`src/rtl/adcseq_pkg.sv`:
```
package adcseq_pkg;
  localparam int unsigned LIST_N  = 8;
  localparam int unsigned CHW     = 5;
  localparam int unsigned DW      = 14;
  localparam int unsigned PW      = $clog2(LIST_N);
  localparam int unsigned LINES   = 2;
  localparam int unsigned LW      = (LINES > 1) ? $clog2(LINES) : 1;
  localparam int unsigned BURST_W = 3;
  localparam int unsigned AW      = 4;

  typedef enum logic [1:0] {
    TRG_OFF  = 2'd0,
    TRG_RISE = 2'd1,
    TRG_FALL = 2'd2,
    TRG_BOTH = 2'd3
  } trg_mode_e;

  // control word, MSB first
  typedef struct packed {
    logic [PW-1:0]      len_m1;
    logic               ovr_new;
    logic [1:0]         res;
    logic [BURST_W-1:0] burst_m1;
    logic               disc;
    logic               cont;
    logic [LW-1:0]      line;
    trg_mode_e          trig_mode;
  } ctl_t;

  localparam int unsigned CTL_W = $bits(ctl_t);

  typedef enum logic {ST_IDLE, ST_RUN} st_e;
endpackage

```
`src/rtl/adcseq_cfg.sv`:
```
module adcseq_cfg
  import adcseq_pkg::*;
(
  input  logic                        clk,
  input  logic                        rst_n,
  input  logic                        busy,
  input  logic                        cfg_wr,
  input  logic [AW-1:0]               cfg_addr,
  input  logic [CTL_W-1:0]            cfg_wdata,
  output ctl_t                        ctl_o,
  output logic [LIST_N-1:0][CHW-1:0]  list_o,
  output logic                        clr_eoc,
  output logic                        clr_ovr
);
  localparam logic [AW-1:0] A_CTL = AW'(0);
  localparam logic [AW-1:0] A_CLR = AW'(1);

  ctl_t ctl_q, ctl_d;
  logic wr_open;

  assign wr_open = cfg_wr && !busy;
  assign clr_eoc = cfg_wr && (cfg_addr == A_CLR) && cfg_wdata[0];
  assign clr_ovr = cfg_wr && (cfg_addr == A_CLR) && cfg_wdata[1];

  always_comb begin
    ctl_d = ctl_q;
    if (wr_open && (cfg_addr == A_CTL)) ctl_d = ctl_t'(cfg_wdata);
  end

  always_ff @(posedge clk or negedge rst_n) begin
    if (!rst_n) ctl_q <= '0;
    else        ctl_q <= ctl_d;
  end

  assign ctl_o = ctl_q;

  for (genvar i = 0; i < LIST_N; i++) begin : g_ent
    logic [CHW-1:0] ent_q, ent_d;
    logic           ent_en;
    assign ent_en = wr_open && cfg_addr[AW-1] && (cfg_addr[PW-1:0] == PW'(i));
    always_comb begin
      ent_d = ent_q;
      if (ent_en) ent_d = cfg_wdata[CHW-1:0];
    end
    always_ff @(posedge clk or negedge rst_n) begin
      if (!rst_n) ent_q <= '0;
      else        ent_q <= ent_d;
    end
    assign list_o[i] = ent_q;
  end

  // control word frozen while a run is active
  assert_cfg_lock_R10: assert property (@(posedge clk) disable iff (!rst_n)
    busy |=> $stable(ctl_q));
  assert_list_lock_R10: assert property (@(posedge clk) disable iff (!rst_n)
    busy |=> $stable(list_o));
endmodule

```
`src/rtl/adcseq_trig.sv`:
```
module adcseq_trig
  import adcseq_pkg::*;
(
  input  logic             clk,
  input  logic             rst_n,
  input  logic [LINES-1:0] trig_in,
  input  logic [LW-1:0]    line,
  input  trg_mode_e        mode,
  output logic             fire
);
  logic sel, sel_q;
  logic rise, fall;

  assign sel  = trig_in[line];
  assign rise = sel && !sel_q;
  assign fall = !sel && sel_q;

  always_ff @(posedge clk or negedge rst_n) begin
    if (!rst_n) sel_q <= 1'b0;
    else        sel_q <= sel;
  end

  always_comb begin
    unique case (mode)
      TRG_RISE: fire = rise;
      TRG_FALL: fire = fall;
      TRG_BOTH: fire = rise || fall;
      default:  fire = 1'b0;
    endcase
  end
endmodule

```
`src/rtl/adcseq_ctrl.sv`:
```
module adcseq_ctrl
  import adcseq_pkg::*;
(
  input  logic                        clk,
  input  logic                        rst_n,
  input  ctl_t                        ctl,
  input  logic [LIST_N-1:0][CHW-1:0]  list_i,
  input  logic                        sw_start,
  input  logic                        sw_stop,
  input  logic                        hw_fire,
  input  logic                        conv_done,
  output logic                        busy,
  output logic                        conv_req,
  output logic [CHW-1:0]              conv_chan
);
  st_e                st_q, st_d;
  logic [PW-1:0]      pos_q, pos_d;
  logic [BURST_W-1:0] burst_q, burst_d;
  logic               stop_q, stop_d;
  logic               launch, last, burst_end;

  assign launch    = (st_q == ST_IDLE) &&
                     ((ctl.trig_mode == TRG_OFF) ? sw_start : hw_fire);
  assign last      = (pos_q == ctl.len_m1);
  assign burst_end = (burst_q == ctl.burst_m1);

  always_comb begin
    st_d    = st_q;
    pos_d   = pos_q;
    burst_d = burst_q;
    stop_d  = stop_q;
    unique case (st_q)
      ST_IDLE: begin
        stop_d = 1'b0;
        if (launch) begin
          st_d    = ST_RUN;
          burst_d = '0;
          if (!ctl.disc) pos_d = '0;
        end
      end
      default: begin
        if (sw_stop) stop_d = 1'b1;
        if (conv_done) begin
          pos_d   = last ? '0 : pos_q + PW'(1);
          burst_d = burst_q + BURST_W'(1);
          if (sw_stop || stop_q)       st_d = ST_IDLE;
          else if (ctl.disc) begin
            if (last || burst_end)     st_d = ST_IDLE;
          end
          else if (!ctl.cont && last)  st_d = ST_IDLE;
        end
      end
    endcase
  end

  always_ff @(posedge clk or negedge rst_n) begin
    if (!rst_n) begin
      st_q    <= ST_IDLE;
      pos_q   <= '0;
      burst_q <= '0;
      stop_q  <= 1'b0;
    end else begin
      st_q    <= st_d;
      pos_q   <= pos_d;
      burst_q <= burst_d;
      stop_q  <= stop_d;
    end
  end

  assign busy      = (st_q == ST_RUN);
  assign conv_req  = (st_q == ST_RUN);
  assign conv_chan = list_i[pos_q];

  // the requested channel holds until the converter answers
  assert_chan_hold_R4: assert property (@(posedge clk) disable iff (!rst_n)
    (conv_req && !conv_done) |=> $stable(conv_chan));
  // a burst never runs past its programmed length
  assert_burst_cap_R6: assert property (@(posedge clk) disable iff (!rst_n)
    (busy && ctl.disc) |-> (burst_q <= ctl.burst_m1));
  // a pending stop ends the run at the next result
  assert_stop_ends_R5: assert property (@(posedge clk) disable iff (!rst_n)
    (busy && stop_q && conv_done) |=> !busy);
endmodule

```
`src/rtl/adcseq_dreg.sv`:
```
module adcseq_dreg
  import adcseq_pkg::*;
(
  input  logic          clk,
  input  logic          rst_n,
  input  logic          conv_done,
  input  logic [DW-1:0] conv_data,
  input  logic [1:0]    res,
  input  logic          ovr_new,
  input  logic          dr_rd,
  input  logic          clr_eoc,
  input  logic          clr_ovr,
  output logic [DW-1:0] dr_data,
  output logic          eoc_flag,
  output logic          ovr_flag
);
  logic [DW-1:0] dr_q, dr_d, trimmed;
  logic          unread_q, unread_d;
  logic          eoc_q, eoc_d, ovr_q, ovr_d;
  logic          over, take;

  assign trimmed = conv_data >> {res, 1'b0};
  assign over    = conv_done && unread_q && !dr_rd;
  assign take    = conv_done && (!over || ovr_new);

  always_comb begin
    dr_d     = take ? trimmed : dr_q;
    unread_d = take ? 1'b1 : (dr_rd ? 1'b0 : unread_q);
    eoc_d    = take || (eoc_q && !clr_eoc);
    ovr_d    = over || (ovr_q && !clr_ovr);
  end

  always_ff @(posedge clk or negedge rst_n) begin
    if (!rst_n) begin
      dr_q     <= '0;
      unread_q <= 1'b0;
      eoc_q    <= 1'b0;
      ovr_q    <= 1'b0;
    end else begin
      dr_q     <= dr_d;
      unread_q <= unread_d;
      eoc_q    <= eoc_d;
      ovr_q    <= ovr_d;
    end
  end

  assign dr_data  = dr_q;
  assign eoc_flag = eoc_q;
  assign ovr_flag = ovr_q;

  // keep-old policy leaves the register untouched on overrun
  assert_ovr_keep_R8: assert property (@(posedge clk) disable iff (!rst_n)
    (conv_done && unread_q && !dr_rd && !ovr_new) |=> $stable(dr_data));
  assert_ovr_flag_R8: assert property (@(posedge clk) disable iff (!rst_n)
    (conv_done && unread_q && !dr_rd) |=> ovr_flag);
  // an accepted result raises the completion flag
  assert_eoc_set_R9: assert property (@(posedge clk) disable iff (!rst_n)
    (conv_done && !unread_q) |=> eoc_flag);
endmodule

```
`src/rtl/adc_regseq.sv`:
```
module adc_regseq
  import adcseq_pkg::*;
(
  input  logic                 clk,
  input  logic                 rst_n,
  input  logic                 cfg_wr,
  input  logic [AW-1:0]        cfg_addr,
  input  logic [CTL_W-1:0]     cfg_wdata,
  input  logic                 sw_start,
  input  logic                 sw_stop,
  input  logic [LINES-1:0]     trig_in,
  output logic                 conv_req,
  output logic [CHW-1:0]       conv_chan,
  input  logic                 conv_done,
  input  logic [DW-1:0]        conv_data,
  input  logic                 dr_rd,
  output logic [DW-1:0]        dr_data,
  output logic                 eoc_flag,
  output logic                 ovr_flag,
  output logic                 busy
);
  ctl_t                       ctl;
  logic [LIST_N-1:0][CHW-1:0] list;
  logic                       clr_eoc, clr_ovr, hw_fire;

  adcseq_cfg u_cfg (
    .clk(clk), .rst_n(rst_n), .busy(busy),
    .cfg_wr(cfg_wr), .cfg_addr(cfg_addr), .cfg_wdata(cfg_wdata),
    .ctl_o(ctl), .list_o(list), .clr_eoc(clr_eoc), .clr_ovr(clr_ovr)
  );

  adcseq_trig u_trig (
    .clk(clk), .rst_n(rst_n), .trig_in(trig_in),
    .line(ctl.line), .mode(ctl.trig_mode), .fire(hw_fire)
  );

  adcseq_ctrl u_ctrl (
    .clk(clk), .rst_n(rst_n), .ctl(ctl), .list_i(list),
    .sw_start(sw_start), .sw_stop(sw_stop), .hw_fire(hw_fire),
    .conv_done(conv_done), .busy(busy), .conv_req(conv_req),
    .conv_chan(conv_chan)
  );

  adcseq_dreg u_dreg (
    .clk(clk), .rst_n(rst_n), .conv_done(conv_done), .conv_data(conv_data),
    .res(ctl.res), .ovr_new(ctl.ovr_new), .dr_rd(dr_rd),
    .clr_eoc(clr_eoc), .clr_ovr(clr_ovr),
    .dr_data(dr_data), .eoc_flag(eoc_flag), .ovr_flag(ovr_flag)
  );
endmodule

```
`config.mk`:
```
export PLATFORM = sky130hd
export DESIGN_NAME = adc_regseq
export DESIGN_NICKNAME = d
export VERILOG_FILES = /design/src/rtl/adcseq_pkg.sv /design/src/rtl/adcseq_cfg.sv /design/src/rtl/adcseq_trig.sv /design/src/rtl/adcseq_ctrl.sv /design/src/rtl/adcseq_dreg.sv /design/src/rtl/adc_regseq.sv
export SDC_FILE = /design/constraint.sdc
export NUM_CORES = 1
export LEC_CHECK = 0
export BUFFER_PORTS_ARGS = -buffer_cell sky130_fd_sc_hd__buf_2
export CORE_AREA = 2 2 87 89
export CTS_CLUSTER_SIZE = 28
export DETAILED_ROUTE_END_ITERATION = 10
export DIE_AREA = 0 0 89 91
export GPL_TIMING_DRIVEN = 0
export PLACE_DENSITY = 0.77
export SLEW_MARGIN = 15
export SYNTH_ARGS = -nofsm -noshare
export SYNTH_HDL_FRONTEND = slang
export SYNTH_SLANG_ARGS = --single-unit
export TNS_END_PERCENT = 10
```
`constraint.sdc`:
```
create_clock -name clk -period 2.89 [get_ports clk]
set_clock_uncertainty 0.2 [all_clocks]
set_input_delay 0.578 -clock clk [delete_from_list [all_inputs] [get_ports clk]]
set_output_delay 0.578 -clock clk [all_outputs]
set_load 0.005 [all_outputs]
```
---- Word level (Yosys, flattened, before mapping) ----
Index checks and enable logic that the tools add are counted.
storage, ports and cells
  bits in writable memories ............... 0
  memory bits (read-only) ................. 0
  latch bits .............................. 0
  word-level logic and storage cells ...... 116
  memories ................................ 0
  output and inout port bits .............. 23
  input bits .............................. 41
  bits in registers ....................... 80
cells by class
  equal/unequal tests ..................... 16
  add/sub/neg operators ................... 2
  magnitude comparators ................... 2
  reductions and logical operators ........ 44
  divide/modulo/power cells ............... 0
  shift-type cells ........................ 1
  multiplexer cells ....................... 25
  bitwise operators ....................... 1
  multipliers ............................. 0
operators by type and width
  kind                                                 count
  two-way mux 3 bit                                    8
  logical AND 1 bit                                    23
  binary-select mux 5 bit (select 3 bit)               1
  two-way mux 1 bit                                    14
  >> shifter 14 x 3 -> 14 bit                          1
  == test 3 bit (second input constant)                4
  logical NOT 1 bit                                    8
  adder 3 x 1 -> 3 bit (second input constant)         2
  == test 3 x 2 -> 1 bit (second input constant)       2
  == test 3 bit                                        2
  logical OR 1 bit                                     6
  two-way mux 5 bit                                    1
  == test 2 bit (second input constant)                2
  == test 4 x 1 -> 1 bit (second input constant)       1
  logical NOT 4 bit                                    1
  < comparator 3 x 4 -> 1 bit (second input constant)  1
  inequality test 2 bit (second input constant)        2
  nonzero test 2 bit                                   2
  == test 3 x 1 -> 1 bit (second input constant)       1
  logical NOT 3 bit                                    1
  case mux 1 bit (3 select lines)                      1
  AND reduction 3 bit                                  1
  == test 2 x 1 -> 1 bit (second input constant)       1
  logical NOT 2 bit                                    1
  other kinds (4)                                      4

---- Logic depth before layout (Yosys ltp) ----
  depth in word-level cells ............... 10
  gate-level depth with buffers ........... 7
  mapped depth without buffers ............ 7

---- Hierarchy ----
Synthesis repeated with hierarchy kept, for this count alone.
unflattened totals
  cell total of the unflattened synthesis .. 284
  area total of the unflattened synthesis .. 3983.8 um2
by module, submodules not included
  module       area an instance (um2)  sequential area each (um2)  instances  cells an instance
  adcseq_cfg   2119.5                  1351.3                      1          130
  adcseq_dreg  935.9                   425.4                       1          72
  adcseq_ctrl  832.0                   200.2                       1          72
  adcseq_trig  96.3                    25.0                        1          10

---- Worst setup path after synthesis ----
OpenSTA, ideal clock, no wires.
  path type ............................... input-to-reg
  start point ............................. input port trig_in[1]
  end point ............................... register u_ctrl.pos_q[0]
  library setup time ...................... 0.121 ns
  stages on the path ...................... 6
  required time ........................... 2.569 ns
  data arrival time ....................... 2.060 ns
  buffers on the path ..................... 0
  setup slack ............................. 0.510 ns
  cells stage by stage .................... mux2i_1 inv_1 ha_1 mux4_2 o31a_1 a22o_1
between the ends
  cells in the longest elaborated chain, start to end .. 10
  elaborated cells between the ends (all ways) .. 11
  those cells by class .................... mux (4); reduce/logical (7)
ends and longest elaborated chain
  what                                                     line               RTL
  start: declaration                                       adc_regseq.sv:11   input logic [LINES-1:0] trig_in,
  two-way mux 1 bit (implied by the code) * (2 in series)  adcseq_trig.sv:14  assign sel = trig_in[line];
  via u_trig.sel                                           adcseq_trig.sv:11  logic sel, sel_q;
  logical NOT 1 bit                                        adcseq_trig.sv:16  assign fall = !sel && sel_q;
  logical AND 1 bit                                        adcseq_trig.sv:16
  logical OR 1 bit                                         adcseq_trig.sv:27  TRG_BOTH: fire = rise || fall;
  case mux 1 bit (3 select lines) *                        adcseq_trig.sv:24  unique case (mode)
  two-way mux 1 bit *                                      adcseq_ctrl.sv:23  ((ctl.trig_mode == TRG_OFF) ? sw_start : hw_fire);
  logical AND 1 bit *                                      adcseq_ctrl.sv:22  assign launch = (st_q == ST_IDLE) &&
  nonzero test 2 bit (no line) *                           --
  AND reduction 3 bit (no line) *                          --
  end signal: assignment                                   adcseq_ctrl.sv:64  pos_q <= pos_d;
  end: declaration                                         adcseq_ctrl.sv:17  logic [PW-1:0] pos_q, pos_d;
Mark *: on every way through the listed nets, which the timed path passes. The rest lies on a longest branch. The select of a mux whose other input is x is not followed.
A chain may end at the register's enable or synchronous reset.

---- Worst setup path in the final report ----
  start point ............................. register u_ctrl.pos_q[0]
  end point ............................... output port conv_chan[3]
between the ends
  cells in the longest elaborated chain, start to end .. 2
ends and longest elaborated chain
  what                                     line               RTL
  binary-select mux 5 bit (select 3 bit)   adcseq_ctrl.sv:72  assign conv_chan = list_i[pos_q];
  two-way mux 5 bit (implied by the code)  adcseq_ctrl.sv:72
  end: declaration                         adc_regseq.sv:13   output logic [CHW-1:0] conv_chan,
Every way passes these cells. The select of a mux whose other input is x is not followed.

==> flow_summary_export.csv <==
group,metric,value,unit
critical_path,max_stage_delay,0.54,ns
critical_path,worstPathCellList,"buf_4, mux4_2, mux2_2, buf_2",
placement,port_buffers,60,
clocking,cts-root-buf,"clkbuf_8",
yosys,netlist_area,3850,µm²
floorplanning,start_util,53.9,%
clocking,numCtsBuffers,9,
timing,max_freq,360,MHz
critical_path,worstPathArrival,2.00,ns
floorplanning,die_w,89,µm
detailed_routing,drtIter0Drc,115,
timing,hold_viol_final,0,
grt,grt_pass1_vias,2610,
clocking,cts_tree,"built",
timing,setup_viol,0,
grt,grt_pass1_wl,12.8,mm
timing,maxSlewViolCount,0,
critical_path,cp.buffers_inverters,2,
clocking,cts_buffer_depth,2,
yosys,synth_ff_type,"dfrtp_1",
run_status,status,"finished clean",
timing,fin_tns_setup,0,ns
power_and_ir_drop,p_per_area,944,nW/µm²
clocking,cts_setup_buffers,0,
floorplanning,die_h,91,µm
detailed_routing,antenna_left,0,
timing,tightest_slew,0.584,ns
critical_path,cp.required,2.11,ns
detailed_routing,viasPerCell,5.41,
yosys,ys_seq_area_share,52.0,%
power_and_ir_drop,power.share.switching,30.9,%
final_layout,drive_gt1_share,44.6,%
floorplanning,core,7140,µm²
final_layout,final_cell_mix,"79 x dfrtp_1, 63 x buf_2, 61 x mux2_2, 30 x nand2_1, 14 x o21ai_0",
critical_path,path_delay_family,"multiplexers",
power_and_ir_drop,clkPwrFrac,21.6,%
grt,overflow,0,
clocking,cts.clk_slew.worst_paths,0.09,ns
power_and_ir_drop,ir_drop,0.433,mV
yosys,synthDistinctLibCells,37,
final_layout,nets,412,
power_and_ir_drop,p_seq_share,43.1,%
critical_path,cp-end-kind,"output port",
timing,fin_crit_sh,96.2,%
power_and_ir_drop,leakage,2.11,nW
yosys,synth-edff-count,0,
floorplanning,fp-row-count,31,
clocking,htreeDepth,3,
final_layout,syn2layout_area_growth,18.1,%
placement,dp_hpwl,5.63,mm
critical_path,crit_type,"flip-flop to output port",
timing,period_needed,2.78,ns
placement,gp_congestion,0.796,
final_layout,multi_input_area,1730,µm²
yosys,synth_top_area_cell,"dfrtp_1",
grt,grt_start_max_net_pins,56,
timing,timing.slew.headroom,60.8,%
yosys,async_flop_share,100,%
hold_path,hp-class,"input port to flip-flop",
power_and_ir_drop,p_int,0.00296,W
job,maxCapViolations,0,
critical_path,path_max_fanout,10,
detailed_routing,vias,2546,
detailed_routing,dr.pass1.iters,4,
final_layout,layout_commonest_cell,"dfrtp_1",
clocking,insertion_delay,0.35,ns
floorplanning,dieArea,8100,µm²
timing,rsz0062_at_grt,"no",
floorplanning,ioPinCount,64,
final_layout,seq_area,2000,µm²
clocking,cts.sink_count,80,
critical_path,cp-start-kind,"flip-flop",
detailed_routing,routed_wl,7.74,mm
timing,fin_ws,0.109,ns
detailed_routing,drc,0,
placement,pre_cts_ws,0.259,ns
yosys,yosys.area.top_type_share,52.0,%
final_layout,antenna_cells,0,
grt,antenna_found_initial,0,
grt,grt_usage,20.8,%
detailed_routing,wl_per_cell,16.4,µm
yosys,ys_ff_latch,80,
yosys,synthTopCellsByArea,"dfrtp_1 52%, mux2_2 18%, mux4_2 7.6%",
yosys,syn_area_per_cell,13.1,µm²
yosys,syn_inst,294,
final_layout,fillers,593,
power_and_ir_drop,p_switching,0.00132,W
yosys,synthesis.nets,339,
yosys,yosys_warnings,0,
power_and_ir_drop,combPwrFrac,35.3,%
critical_path,slowest_stage,"mux4_2",
[cell families after synthesis]
group | synth area share, %
compound gates | 4.78
xor+xnor | 1.82
fa+ha+maj | 1.30
buf+inv | 2.86
flops | 52.0
mux | 29.0
simple gates | 8.17
[registers in the layout, summed over array words and instances (netlist names)]
name and flops:
u_cfg.ctl_o 14, u_cfg.g_ent.ent_q 40, u_ctrl.burst_q 3, u_ctrl.busy 1, u_ctrl.pos_q 3, u_ctrl.stop_q 1
u_dreg.dr_data 14, u_dreg.eoc_flag 1, u_dreg.ovr_flag 1, u_dreg.unread_q 1, u_trig.sel_q 1
[path summary, 6_finish.rpt]
check                                   startpoint                      end  slack (ns)  cells past startpoint
max reg2reg                         u_cfg.ctl_o[2]          u_ctrl.pos_q[0]        0.52                      6
min                                   cfg_wdata[9]           u_cfg.ctl_o[9]        0.25                      2
min in group asynchronous                    rst_n          u_cfg.ctl_o[13]        0.48                      2
max                                u_ctrl.pos_q[0]             conv_chan[3]        0.11                      4
max in group asynchronous                    rst_n       u_dreg.dr_data[12]        1.42                      3
min reg2reg                u_cfg.g_ent[1].ent_q[4]  u_cfg.g_ent[1].ent_q[4]        0.30                      1
[through the flow]
| stage | hold slack (ns) | instance area, µm² | instances | utilization, % | power (W) |
|---|---|---|---|---|---|
| after floorplan | 0.0824 | 3850 | 294 | - | 0.00291 |
| final | 0.251 | 4540 | 471 | 63.7 | 0.00429 |
| after global routing | 0.244 | 4540 | 471 | 63.7 | 0.00458 |
| after detailed placement | 0.270 | 4300 | 454 | 60.3 | 0.00340 |
| after global placement | 0.257 | 4270 | 453 | 59.8 | 0.00332 |
| after CTS | 0.241 | 4540 | 471 | 63.7 | 0.00433 |
[final cells by class]
cell class	count	area share [%]
tap	99	2.73
inverter	9	0.744
sequential	80	44.1
clock buffer	10	3.03
multi-input combinational	190	38.2
buffer	15	1.71
clock inverter	6	2.04
timing repair buffer	62	7.49
[cells in the mapped netlist, types with 2 or more instances]
| cell | count |
|---|---|
| nor3b_4 | 2 |
| buf_1 | 2 |
| inv_1 | 9 |
| mux2i_1 | 8 |
| nor2_1 | 10 |
| xnor2_1 | 7 |
| nor2b_1 | 5 |
| buf_4 | 4 |
| buf_2 | 4 |
| clkbuf_1 | 5 |
| mux4_2 | 13 |
| dfrtp_1 | 80 |
| a211oi_1 | 2 |
| a32o_1 | 2 |
| mux2_2 | 61 |
| o21ai_0 | 14 |
| ha_1 | 4 |
| a31oi_1 | 2 |
| nand4_1 | 4 |
| nand2_1 | 30 |
| o31ai_1 | 2 |
| mux2_1 | 5 |
| nand3_1 | 2 |
| a21oi_1 | 4 |
[worst register-to-register path, stage by stage, from the launching register on]
cell and delay, ns:
dfrtp_1 0.38, mux2i_1 0.24, inv_1 0.08, ha_1 0.27, mux4_2 0.54, o31a_1 0.31, a22o_1 0.24
[power groups by stage]
| stage | Sequential [W] | Combinational, W | Clock (W) |
|---|---|---|---|
| floorplan | 0.00180 | 0.00110 | 0 |
| global placement | 0.00184 | 0.00147 | 0 |
| detailed placement | 0.00187 | 0.00153 | 0 |
| CTS | 0.00185 | 0.00153 | 0.000939 |
| global route | 0.00191 | 0.00167 | 0.000998 |
| finish | 0.00185 | 0.00151 | 0.000925 |
[metal layers]
| metal | up-vias | wire length [µm] | GRT usage (%) |
|---|---|---|---|
| met4 | 0 | 78 | 7.09 |
| met3 | 9 | 353 | 4.36 |
| met2 | 61 | 3910 | 32.2 |
| li1 | 1195 | - | - |
| met1 | 1281 | 3390 | 29.3 |
| met5 | - | 0 | 0 |
[timing repair]
action | in CTS | in global routing
endpoints found under the setup margin | 5 | 0
endpoints found under the hold margin | 25 | 0
resized for setup | 2 | 0
hold buffers | 1 | 0
No activity file was read; power rests on OpenSTA's default activity.
